### src/rtl/sp_guard_pkg.sv
package sp_guard_pkg;
  typedef enum logic {
    BND_FLOOR = 1'b0,
    BND_CEIL  = 1'b1
  } bnd_sel_e;
endpackage

### src/rtl/sp_bound_regs.sv
module sp_bound_regs
  import sp_guard_pkg::*;
#(
  parameter int unsigned SP_W = 16
) (
  input  logic            clk_i,
  input  logic            rst_ni,
  input  logic            we_i,
  input  logic            sel_i,
  input  logic [SP_W-1:0] wdata_i,
  output logic [SP_W-1:0] floor_o,
  output logic [SP_W-1:0] ceil_o,
  output logic            ceil_wr_o
);
  bnd_sel_e sel;
  logic     floor_wr;

  assign sel       = bnd_sel_e'(sel_i);
  assign ceil_wr_o = we_i && (sel == BND_CEIL);
  assign floor_wr  = we_i && (sel == BND_FLOOR);

  always_ff @(posedge clk_i or negedge rst_ni) begin
    if (!rst_ni) begin
      floor_o <= '0;
      ceil_o  <= '0;
    end else begin
      if (floor_wr) floor_o <= wdata_i;
      if (ceil_wr_o) ceil_o <= wdata_i;
    end
  end
endmodule

### src/rtl/sp_window_cmp.sv
module sp_window_cmp #(
  parameter int unsigned SP_W = 16
) (
  input  logic            valid_i,
  input  logic [SP_W-1:0] sp_i,
  input  logic [SP_W-1:0] floor_i,
  input  logic [SP_W-1:0] ceil_i,
  output logic            hit_o
);
  logic above, below;

  assign above = sp_i > ceil_i;
  assign below = sp_i < floor_i;
  assign hit_o = valid_i && (above || below);
endmodule

### src/rtl/sp_arm_ctrl.sv
module sp_arm_ctrl (
  input  logic clk_i,
  input  logic rst_ni,
  input  logic rearm_i,
  input  logic hit_i,
  output logic fire_o,
  output logic req_o
);
  logic armed_q;

  // a re-arm in the same cycle suppresses the hit
  assign fire_o = armed_q && hit_i && !rearm_i;

  always_ff @(posedge clk_i or negedge rst_ni) begin
    if (!rst_ni) begin
      armed_q <= 1'b0;
      req_o   <= 1'b0;
    end else begin
      req_o <= fire_o;
      if (rearm_i)     armed_q <= 1'b1;
      else if (fire_o) armed_q <= 1'b0;
    end
  end
endmodule

### src/rtl/sp_pend_latch.sv
module sp_pend_latch (
  input  logic clk_i,
  input  logic rst_ni,
  input  logic set_i,
  input  logic clr_i,
  output logic pend_o
);
  always_ff @(posedge clk_i or negedge rst_ni) begin
    if (!rst_ni)    pend_o <= 1'b0;
    else if (set_i) pend_o <= 1'b1;
    else if (clr_i) pend_o <= 1'b0;
  end
endmodule

### src/rtl/sp_bounds_monitor.sv
module sp_bounds_monitor #(
  parameter int unsigned SP_W = 16
) (
  input  logic            clk_i,
  input  logic            rst_ni,
  input  logic            cfg_we_i,
  input  logic            cfg_sel_i,
  input  logic [SP_W-1:0] cfg_wdata_i,
  input  logic            sp_valid_i,
  input  logic [SP_W-1:0] sp_value_i,
  input  logic            irq_ack_i,
  input  logic            pend_clr_i,
  output logic            pend_o,
  output logic            nmi_req_o
);
  logic [SP_W-1:0] floor_q, ceil_q;
  logic            ceil_wr, hit, fire;

  sp_bound_regs #(.SP_W(SP_W)) i_regs (
    .clk_i     (clk_i),
    .rst_ni    (rst_ni),
    .we_i      (cfg_we_i),
    .sel_i     (cfg_sel_i),
    .wdata_i   (cfg_wdata_i),
    .floor_o   (floor_q),
    .ceil_o    (ceil_q),
    .ceil_wr_o (ceil_wr)
  );

  sp_window_cmp #(.SP_W(SP_W)) i_cmp (
    .valid_i (sp_valid_i),
    .sp_i    (sp_value_i),
    .floor_i (floor_q),
    .ceil_i  (ceil_q),
    .hit_o   (hit)
  );

  sp_arm_ctrl i_arm (
    .clk_i   (clk_i),
    .rst_ni  (rst_ni),
    .rearm_i (ceil_wr),
    .hit_i   (hit),
    .fire_o  (fire),
    .req_o   (nmi_req_o)
  );

  sp_pend_latch i_pend (
    .clk_i  (clk_i),
    .rst_ni (rst_ni),
    .set_i  (fire),
    .clr_i  (irq_ack_i || pend_clr_i),
    .pend_o (pend_o)
  );
endmodule

### config.mk
export PLATFORM = sky130hd
export DESIGN_NAME = sp_bounds_monitor
export DESIGN_NICKNAME = d
export VERILOG_FILES = /design/src/rtl/sp_guard_pkg.sv /design/src/rtl/sp_bound_regs.sv /design/src/rtl/sp_window_cmp.sv /design/src/rtl/sp_arm_ctrl.sv /design/src/rtl/sp_pend_latch.sv /design/src/rtl/sp_bounds_monitor.sv
export SDC_FILE = /design/constraint.sdc
export NUM_CORES = 1
export LEC_CHECK = 0
export ABC_AREA = 1
export ABC_CLOCK_PERIOD_IN_PS = 1400
export BUFFER_PORTS_ARGS = -buffer_cell sky130_fd_sc_hd__clkbuf_2
export CORE_MARGIN = 5
export CORE_UTILIZATION = 50
export CTS_CLUSTER_DIAMETER = 50
export DETAILED_ROUTE_END_ITERATION = 7
export GPL_TIMING_DRIVEN = 0
export PLACE_DENSITY = 0.76
export SLEW_MARGIN = 20
export SYNTH_ARGS = -nofsm -noshare
export SYNTH_HDL_FRONTEND = slang
export SYNTH_SLANG_ARGS = --single-unit
### constraint.sdc
create_clock -name clk_i -period 1.4 [get_ports clk_i]
set_input_delay 0.21 -clock clk_i [delete_from_list [all_inputs] [get_ports clk_i]]
set_output_delay 0.21 -clock clk_i [all_outputs]
set_load 0.01 [all_outputs]
==> impl_results.md, run 1 <==
- Outcome: complete, but fails checks
- Violated checks: negative setup slack
- CP Data Required Time: 1.58 ns
- Synth Flop Type: dfrtp_1
- Max VDD drop: 0.000664 V
- Initial Util: 52.4%
- Number of global-route vias before repair: 1,867
- Setup TNS: -0.434 ns
- Max Clock Freq: around 640 MHz
- Setup ws final: -0.172 ns
- Largest net degree at the start of global routing: 36
- Slowest CP cell: dfrtp_1
- Top cell type's share of synthesized area: a little over 40%
- Crit path largest cell delay: around 0.35 ns
- CP Launch Type: register
- DR WL/cell: about 13 µm
- CP Capture Type: register
- PD cells: 1030 nW/µm²
- Synthesized flop and latch total: 35
- Hold Crit Class: in -> async
- Inst Count DP: 360
- RR Startpoint: i_regs.ceil_o[10]$_DFFE_PN0P_
- Final Max Slew Viols: 0
- Sink Count: 35
- Layout cells sized above 1: between 20% and 30%
- Crit Path Category: reg -> reg
- 1st-pass router iterations: 4
- Share of flip-flops with an asynchronous set or reset: between 90% and 100%
- Final net count: about 400
- DR DRC count: 0
- Grt met1 use: 20.9%
- Global route total overflow: 0
- GR Util met2: around 33%
- Routed vias: roughly 1,800
- Setup WS pre-CTS: -0.196 ns
- CTS H-Tree Depth: 2
- Met3 Usage GRT: under 10%
- Static Leak: about 1.5 nW
- Core area: ~4000 µm²
- Grt peak-use layer: met2
- Via-to-Cell Ratio: around 5
- Final wirelength: 4750 µm
- Final setup violation count: 3
- Crit-path max FO: 2
- Worst Skew: about 0.0041 ns
- CP most frequent cell: nand2_1
- Initial antenna violation count: 0
- RSZ-0062 raised after global routing: true
- CTS tree: done
- Hold-fix buffers, CTS: 0
- I/O pins: 41
- Iter 0 DRT Violations: ~70
- Synth area leaders: dfrtp_1 41%, ha_1 18%, nand2_1 13%, inv_1 10%, o21ai_0 8.2%
- IO Port Bufs: 40
- Cell count after synthesis: 270
- EDFF count, synth: 0
- Biggest area consumer among synthesized cells: dfrtp_1
- Max_cap viols: 0
- Fin crit share: 112%
- CTS root buf: clkbuf_8
- Routability Congestion: around 0.76
- Antenna Nets Post-Route: 0
- Die span in y: 75.2 µm
- Tot GR Track Use: roughly a fifth
- Count of unique library cells instantiated by Yosys: 18
- Syn Area/Cell: roughly 7.9 µm²
- DPL Wire Length: about 3500 µm
- Final Hold Vio Count: 0
- Yosys warns: 0
- First-pass GRT wire length: just under 8000 µm
- PnR Total Power: approximately 2.7 mW
- Register area share after synthesis: between 40 and 50%
- Critical path startpoint: i_regs.ceil_o[10]$_DFFE_PN0P_
- CTS Buf Count: 5
- Crit path arrival time: between 1.5 and 2 ns
- Die W: roughly 75 µm
- Die area: around 5700 µm²
- Clock slew at the register clock pins of the worst setup and hold paths: around 0.07 ns
- Post-Syn Area: between 2000 and 2500 µm²
- Row cnt: 23
- Syn Nets: 340
- # diodes: 0
- Clk buf depth: 2
- Synth-to-layout area growth: 23.7%
- Slew Limit Headroom: a little over two fifths
- Final Critical Period: 1.57 ns
- Commonest cells in the netlist: 73 x nand2_1, 57 x inv_1, 35 x dfrtp_1, 35 x o21ai_0, 31 x ha_1
- Worst-Skew Late Latency: roughly 0.30 ns
- Crit path cell chain: inv_1, ha_4, nand4_1, nor3_4, nand2_1, nand2_1, nand2_1, nand2_2, nand2_1, nand2_1, nand2_1
- Top-count cell post-synth: nand2_1
- Non-filler cells in the finished layout: about 370
- Worst-Margin Slew: 0.857 ns
## metal layers
layer	up-vias	wire [µm]
met1	831	1950
met4	0	184
li1	943	-
met5	-	0
met3	18	256
met2	45	2350
## worst max-delay path, delay by kind of cell (launching register included)
| family | cells | cell delay [ns] |
|---|---|---|
| adders and majority gates | 1 | 0.27 |
| buffers and inverters | 1 | 0.07 |
| DFF | 1 | 0.35 |
| and+or+nand+nor | 9 | 0.74 |
## metrics by stage
stage / util (%) / hold WS, ns / cell area [µm²]
after floorplan: - / -0.0856 / 2120
after global placement: 58.8 / 0.352 / 2390
after detailed placement: 58.8 / 0.356 / 2390
after CTS: 63.4 / 0.0371 / 2570
after global routing: 64.8 / 0.100 / 2630
final: 64.8 / 0.00353 / 2630
## cell type report
type,count,area (µm²)
timing repair buffer,46,245
multi-input combinational,171,1110
inverter,58,218
fill,356,1430
clock buffer,5,68.8
tap,50,62.6
clock inverter,3,20.0
buffer,6,23.8
sequential,35,876
## cell families (layout without fill, tap and decap cells)
logic type / after synthesis / count (layout) / synth area share [%]
AND/OR/NAND/NOR: 91 / 91 / 17.5
AO/OA/AOI/OAI: 49 / 49 / 11.7
adder cells (fa/ha/maj): 31 / 31 / 18.3
buffers and inverters: 64 / 118 / 11.4
flip-flops: 35 / 35 / 41.2
## flip-flops by register name, summed over array words and instances, names as in the netlist
name,cells
i_arm.armed_q,1
i_arm.req_o,1
i_regs.floor_o,16
i_regs.ceil_o,16
i_pend.pend_o,1
## timing repair
item | in CTS | in global routing
endpoints found under the hold margin | 0 | 0
pin swaps | 3 | 0
resized for setup | 13 | 6
endpoints found under the setup margin | 3 | 3
setup buffers | 3 | 3
## power by group
group,internal [mW],switching [mW]
Combinational,0.338,0.425
Clock,0.346,0.388
Sequential,1.14,0.0700
Total,1.82,0.883
## layout by cell type (no fill, tap or decap), types with 5 or more instances in the layout
cell	n
a21oi_1	11
dfrtp_1	35
nand2_1	72
clkbuf_1	5
nor2_1	7
inv_2	5
clkbuf_2	40
ha_1	25
inv_1	53
o21ai_0	33
buf_4	6
clkbuf_8	5
ha_4	6
## final timing paths
| check | to | slack (ns) | depth (start not counted) |
|---|---|---|---|
| setup / recovery | i_arm.armed_q$_DFFE_PN0P_ | -0.17 | 11 |
| hold / removal | i_regs.ceil_o[9]$_DFFE_PN0P_ | 0.004 | 1 |
| setup reg to reg | i_arm.armed_q$_DFFE_PN0P_ | -0.17 | 11 |
| hold reg to reg | i_arm.armed_q$_DFFE_PN0P_ | 0.48 | 2 |
| max in group asynchronous | i_regs.floor_o[14]$_DFFE_PN0P_ | 0.85 | 1 |
| min in group clk_i | i_pend.pend_o$_DFFE_PN0P_ | 0.14 | 4 |
Note: power is estimated with default switching activity, not from simulation.
==> run 2, diff against run 1 <==
ABC_AREA = default   (was 1)
CORE_UTILIZATION = 49   (was 50)
PLACE_DENSITY = 0.75   (was 0.76)
==> run 2 against run 1 <==
Net effect: the flow still finishes with violations (negative setup slack); final cell count down 18%; hold slack improved by 0.022 ns; critical path depth is 3 lower; combinational power is 11% higher; critical path type unchanged; critical endpoint is now i_pend.pend_o$_DFFE_PN0P_.
==> impl_results.md, run 2 <==
- Layout cells sized above 1: 30.6% (+6.8 points)
- Global route total overflow: 0 (unchanged)
- 1st-pass router iterations: 4 (unchanged)
- Share of flip-flops with an asynchronous set or reset: 100% (unchanged)
- Placed Area: 2370 µm² (-0.68%)
- Synth area leaders: dfrtp_1 42%, ha_1 19%, mux2_1 9.2%, inv_1 6.0%, o21ai_1 3.9%
- Worst-Margin Slew: 0.879 ns (+0.0216 ns)
- Biggest area consumer among synthesized cells: dfrtp_1
- DR DRC count: 0 (unchanged)
- Worst-Skew Late Latency: 0.29 ns (about the same)
- CTS tree: done
- Slew Limit Headroom: 41.4% (-1.4 points)
- DR WL/cell: 15.3 µm (+20%)
- Final net count: 324 (-18%)
- Final wirelength: 4660 µm (-1.7%)
- Die W: 75.0 µm (-0.21%)
- Max Clock Freq: 511 MHz (-20%)
- Routed vias: 1,638 (-11%)
- Initial Util: 51.1% (-1.3 points)
- Yosys warns: 0 (unchanged)
- Die area: 5630 µm² (-0.43%)
- Crit-path max FO: 2 (unchanged)
- Row cnt: 23 (unchanged)
- Biggest regs: i_regs.ceil_o x16, i_regs.floor_o x16
- Hold WS: 0.0256 ns (+0.0221 ns)
- FF-to-FF setup slack: -0.56 ns (-0.39 ns)
- Fin crit share: 140% (+28 points)
- # diodes: 0 (unchanged)
- Synthesized flop and latch total: 35 (unchanged)
- PnR Total Power: 2.88 mW (+6.4%)
- Max_cap viols: 0 (unchanged)
- Hold-fix buffers, CTS: 0 (unchanged)
- Crit path arrival time: 2.13 ns (+0.38 ns)
- CP Data Required Time: 1.57 ns (about the same)
- CTS H-Tree Depth: 2 (unchanged)
- Violated checks: negative setup slack
- Commonest cells after routing, fill and taps aside: 41 x clkbuf_2, 35 x dfrtp_1, 26 x inv_1, 22 x ha_1, 21 x nand2_1
- Synth Flop Type: dfrtp_1
- Largest net degree at the start of global routing: 36 (unchanged)
- Hold Crit Class: in -> async
- CP Capture Type: register
- RSZ-0062 raised after global routing: true
- Setup ws final: -0.557 ns (-0.385 ns)
- Cell count after synthesis: 201 (-26%)
- EDFF count, synth: 0 (unchanged)
- DPL Wire Length: 3510 µm (+1.7%)
- Crit Path Category: reg -> reg
- Iter 0 DRT Violations: 68 (unchanged)
- Count of unique library cells instantiated by Yosys: 27 (+9)
- Sink Count: 35 (unchanged)
- Commonest cells in the netlist: 35 x dfrtp_1, 33 x inv_1, 31 x ha_1
- Synth-to-layout area growth: 28.0%
- Clk buf depth: 2 (unchanged)
- Static Leak: 1.32 nW (-11%)
- I/O pins: 41 (unchanged)
- CP Launch Type: register
- Worst Skew: 0.00997 ns (+0.00583 ns)
- Core area: 4060 µm² (unchanged)
- Outcome: complete, but fails checks
- Final Max Slew Viols: 0 (unchanged)
- Initial antenna violation count: 0 (unchanged)
- Clock slew at the register clock pins of the worst setup and hold paths: 0.07 ns (about the same)
- Die span in y: 75.0 µm (-0.21%)
- Syn Area/Cell: 10.3 µm² (+31%)
- Final Critical Period: 1.96 ns (+0.385 ns)
- Number of global-route vias before repair: 1,639 (-12%)
- Final Hold Vio Count: 0 (unchanged)
- Register area share after synthesis: 42.3% (+1.0 points)
- PD cells: 1090 nW/µm² (+5.5%)
- Max VDD drop: 0.000645 V (-2.8%)
- Via-to-Cell Ratio: 5.37 (+9.3%)
- Most common cell after layout, fill and taps aside: clkbuf_2
- Fin util: 65.3% (+0.59 points)
- Routability Congestion: 0.790 (+3.5%)
- IO Port Bufs: 40 (unchanged)
- Syn Nets: 271 (-20%)
- CTS root buf: clkbuf_8
- Top cell type's share of synthesized area: 42.3% (+1.0 points)
- Tot GR Track Use: 17.7% (-1.3 points)
- Post-route cell area: 2650 µm² (+0.90%)
- Top-count cell post-synth: dfrtp_1
- CTS Buf Count: 5 (unchanged)
- Post-Syn Area: 2070 µm² (-2.5%)
- Final setup violation count: 3 (unchanged)
- First-pass GRT wire length: 7420 µm (-5.0%)
- Antenna Nets Post-Route: 0 (unchanged)
-- run 2: path summary, 6_finish.rpt --
| check | start | endpoint | cells past startpoint |
|---|---|---|---|
| worst min-delay path | rst_ni | i_regs.ceil_o[3]$_DFFE_PN0P_ | 1 |
| min in group clk_i | cfg_wdata_i[11] | i_regs.floor_o[11]$_DFFE_PN0P_ | 3 |
| worst max-delay path | i_regs.ceil_o[1]$_DFFE_PN0P_ | i_pend.pend_o$_DFFE_PN0P_ | 8 |
| worst min register to register | i_regs.ceil_o[9]$_DFFE_PN0P_ | i_regs.ceil_o[9]$_DFFE_PN0P_ | 1 |
| max in group asynchronous | rst_ni | i_regs.floor_o[8]$_DFFE_PN0P_ | 1 |
| worst max register to register | i_regs.ceil_o[1]$_DFFE_PN0P_ | i_pend.pend_o$_DFFE_PN0P_ | 8 |
-- run 2: what timing repair did --
item | 4_1_cts | 5_1_grt
gates resized for setup | 5 | 18
buffers inserted | 2 | 4
setup endpoints to repair | 3 | 12
pin swaps | 2 | 13
-- run 2: power breakdown --
part           internal [mW]  switching, mW  total, mW
combinational          0.411          0.439      0.849
sequential              1.16         0.0701       1.23
clock                  0.449          0.354      0.803
total                   2.02          0.863       2.88
-- run 2: layer usage --
| layer | track usage (%) | vias to the layer above | share of wire [%] |
|---|---|---|---|
| li1 | - | 802 | - |
| met1 | 22.6 | 782 | 43 |
| met2 | 28.9 | 42 | 48 |
| met3 | 4.54 | 12 | 6.6 |
| met4 | 6.52 | 0 | 2.0 |
| met5 | 0 | - | 0 |
-- run 2: cell families after synthesis --
logic type | share of synthesized area [%]
multiplexers | 9.24
flip-flops | 42.3
adder cells (fa/ha/maj) | 18.7
AO/OA/AOI/OAI | 14.3
AND/OR/NAND/NOR | 8.82
buffers and inverters | 6.70
-- run 2: area by class of cell --
cell class | count | area (µm²)
Sequential cell | 35 | 876
Timing Repair Buffer | 46 | 249
Tap cell | 50 | 62.6
Inverter | 33 | 124
Buffer | 4 | 16.3
Fill cell | 332 | 1410
Clock buffer | 8 | 100
Multi-Input combinational cell | 129 | 1220
-- run 2: per-stage QoR --
step                setup TNS, ns  cells  setup slack [ns]
floorplan                  -0.917    201            -0.377
global placement            -3.88    291            -0.518
detailed placement          -4.26    291            -0.581
CTS                         -1.44    301            -0.541
global route                -1.64    305            -0.628
finish                      -1.40    305            -0.557
-- run 2: worst max-delay path, stage by stage (launching register included) --
cell       delay (ns)
dfrtp_1          0.39
inv_2            0.08
ha_4             0.20
nor2b_4          0.12
o211ai_1         0.28
a2111oi_4        0.12
a211o_1          0.33
o2bb2ai_4        0.16
a21o_1           0.16
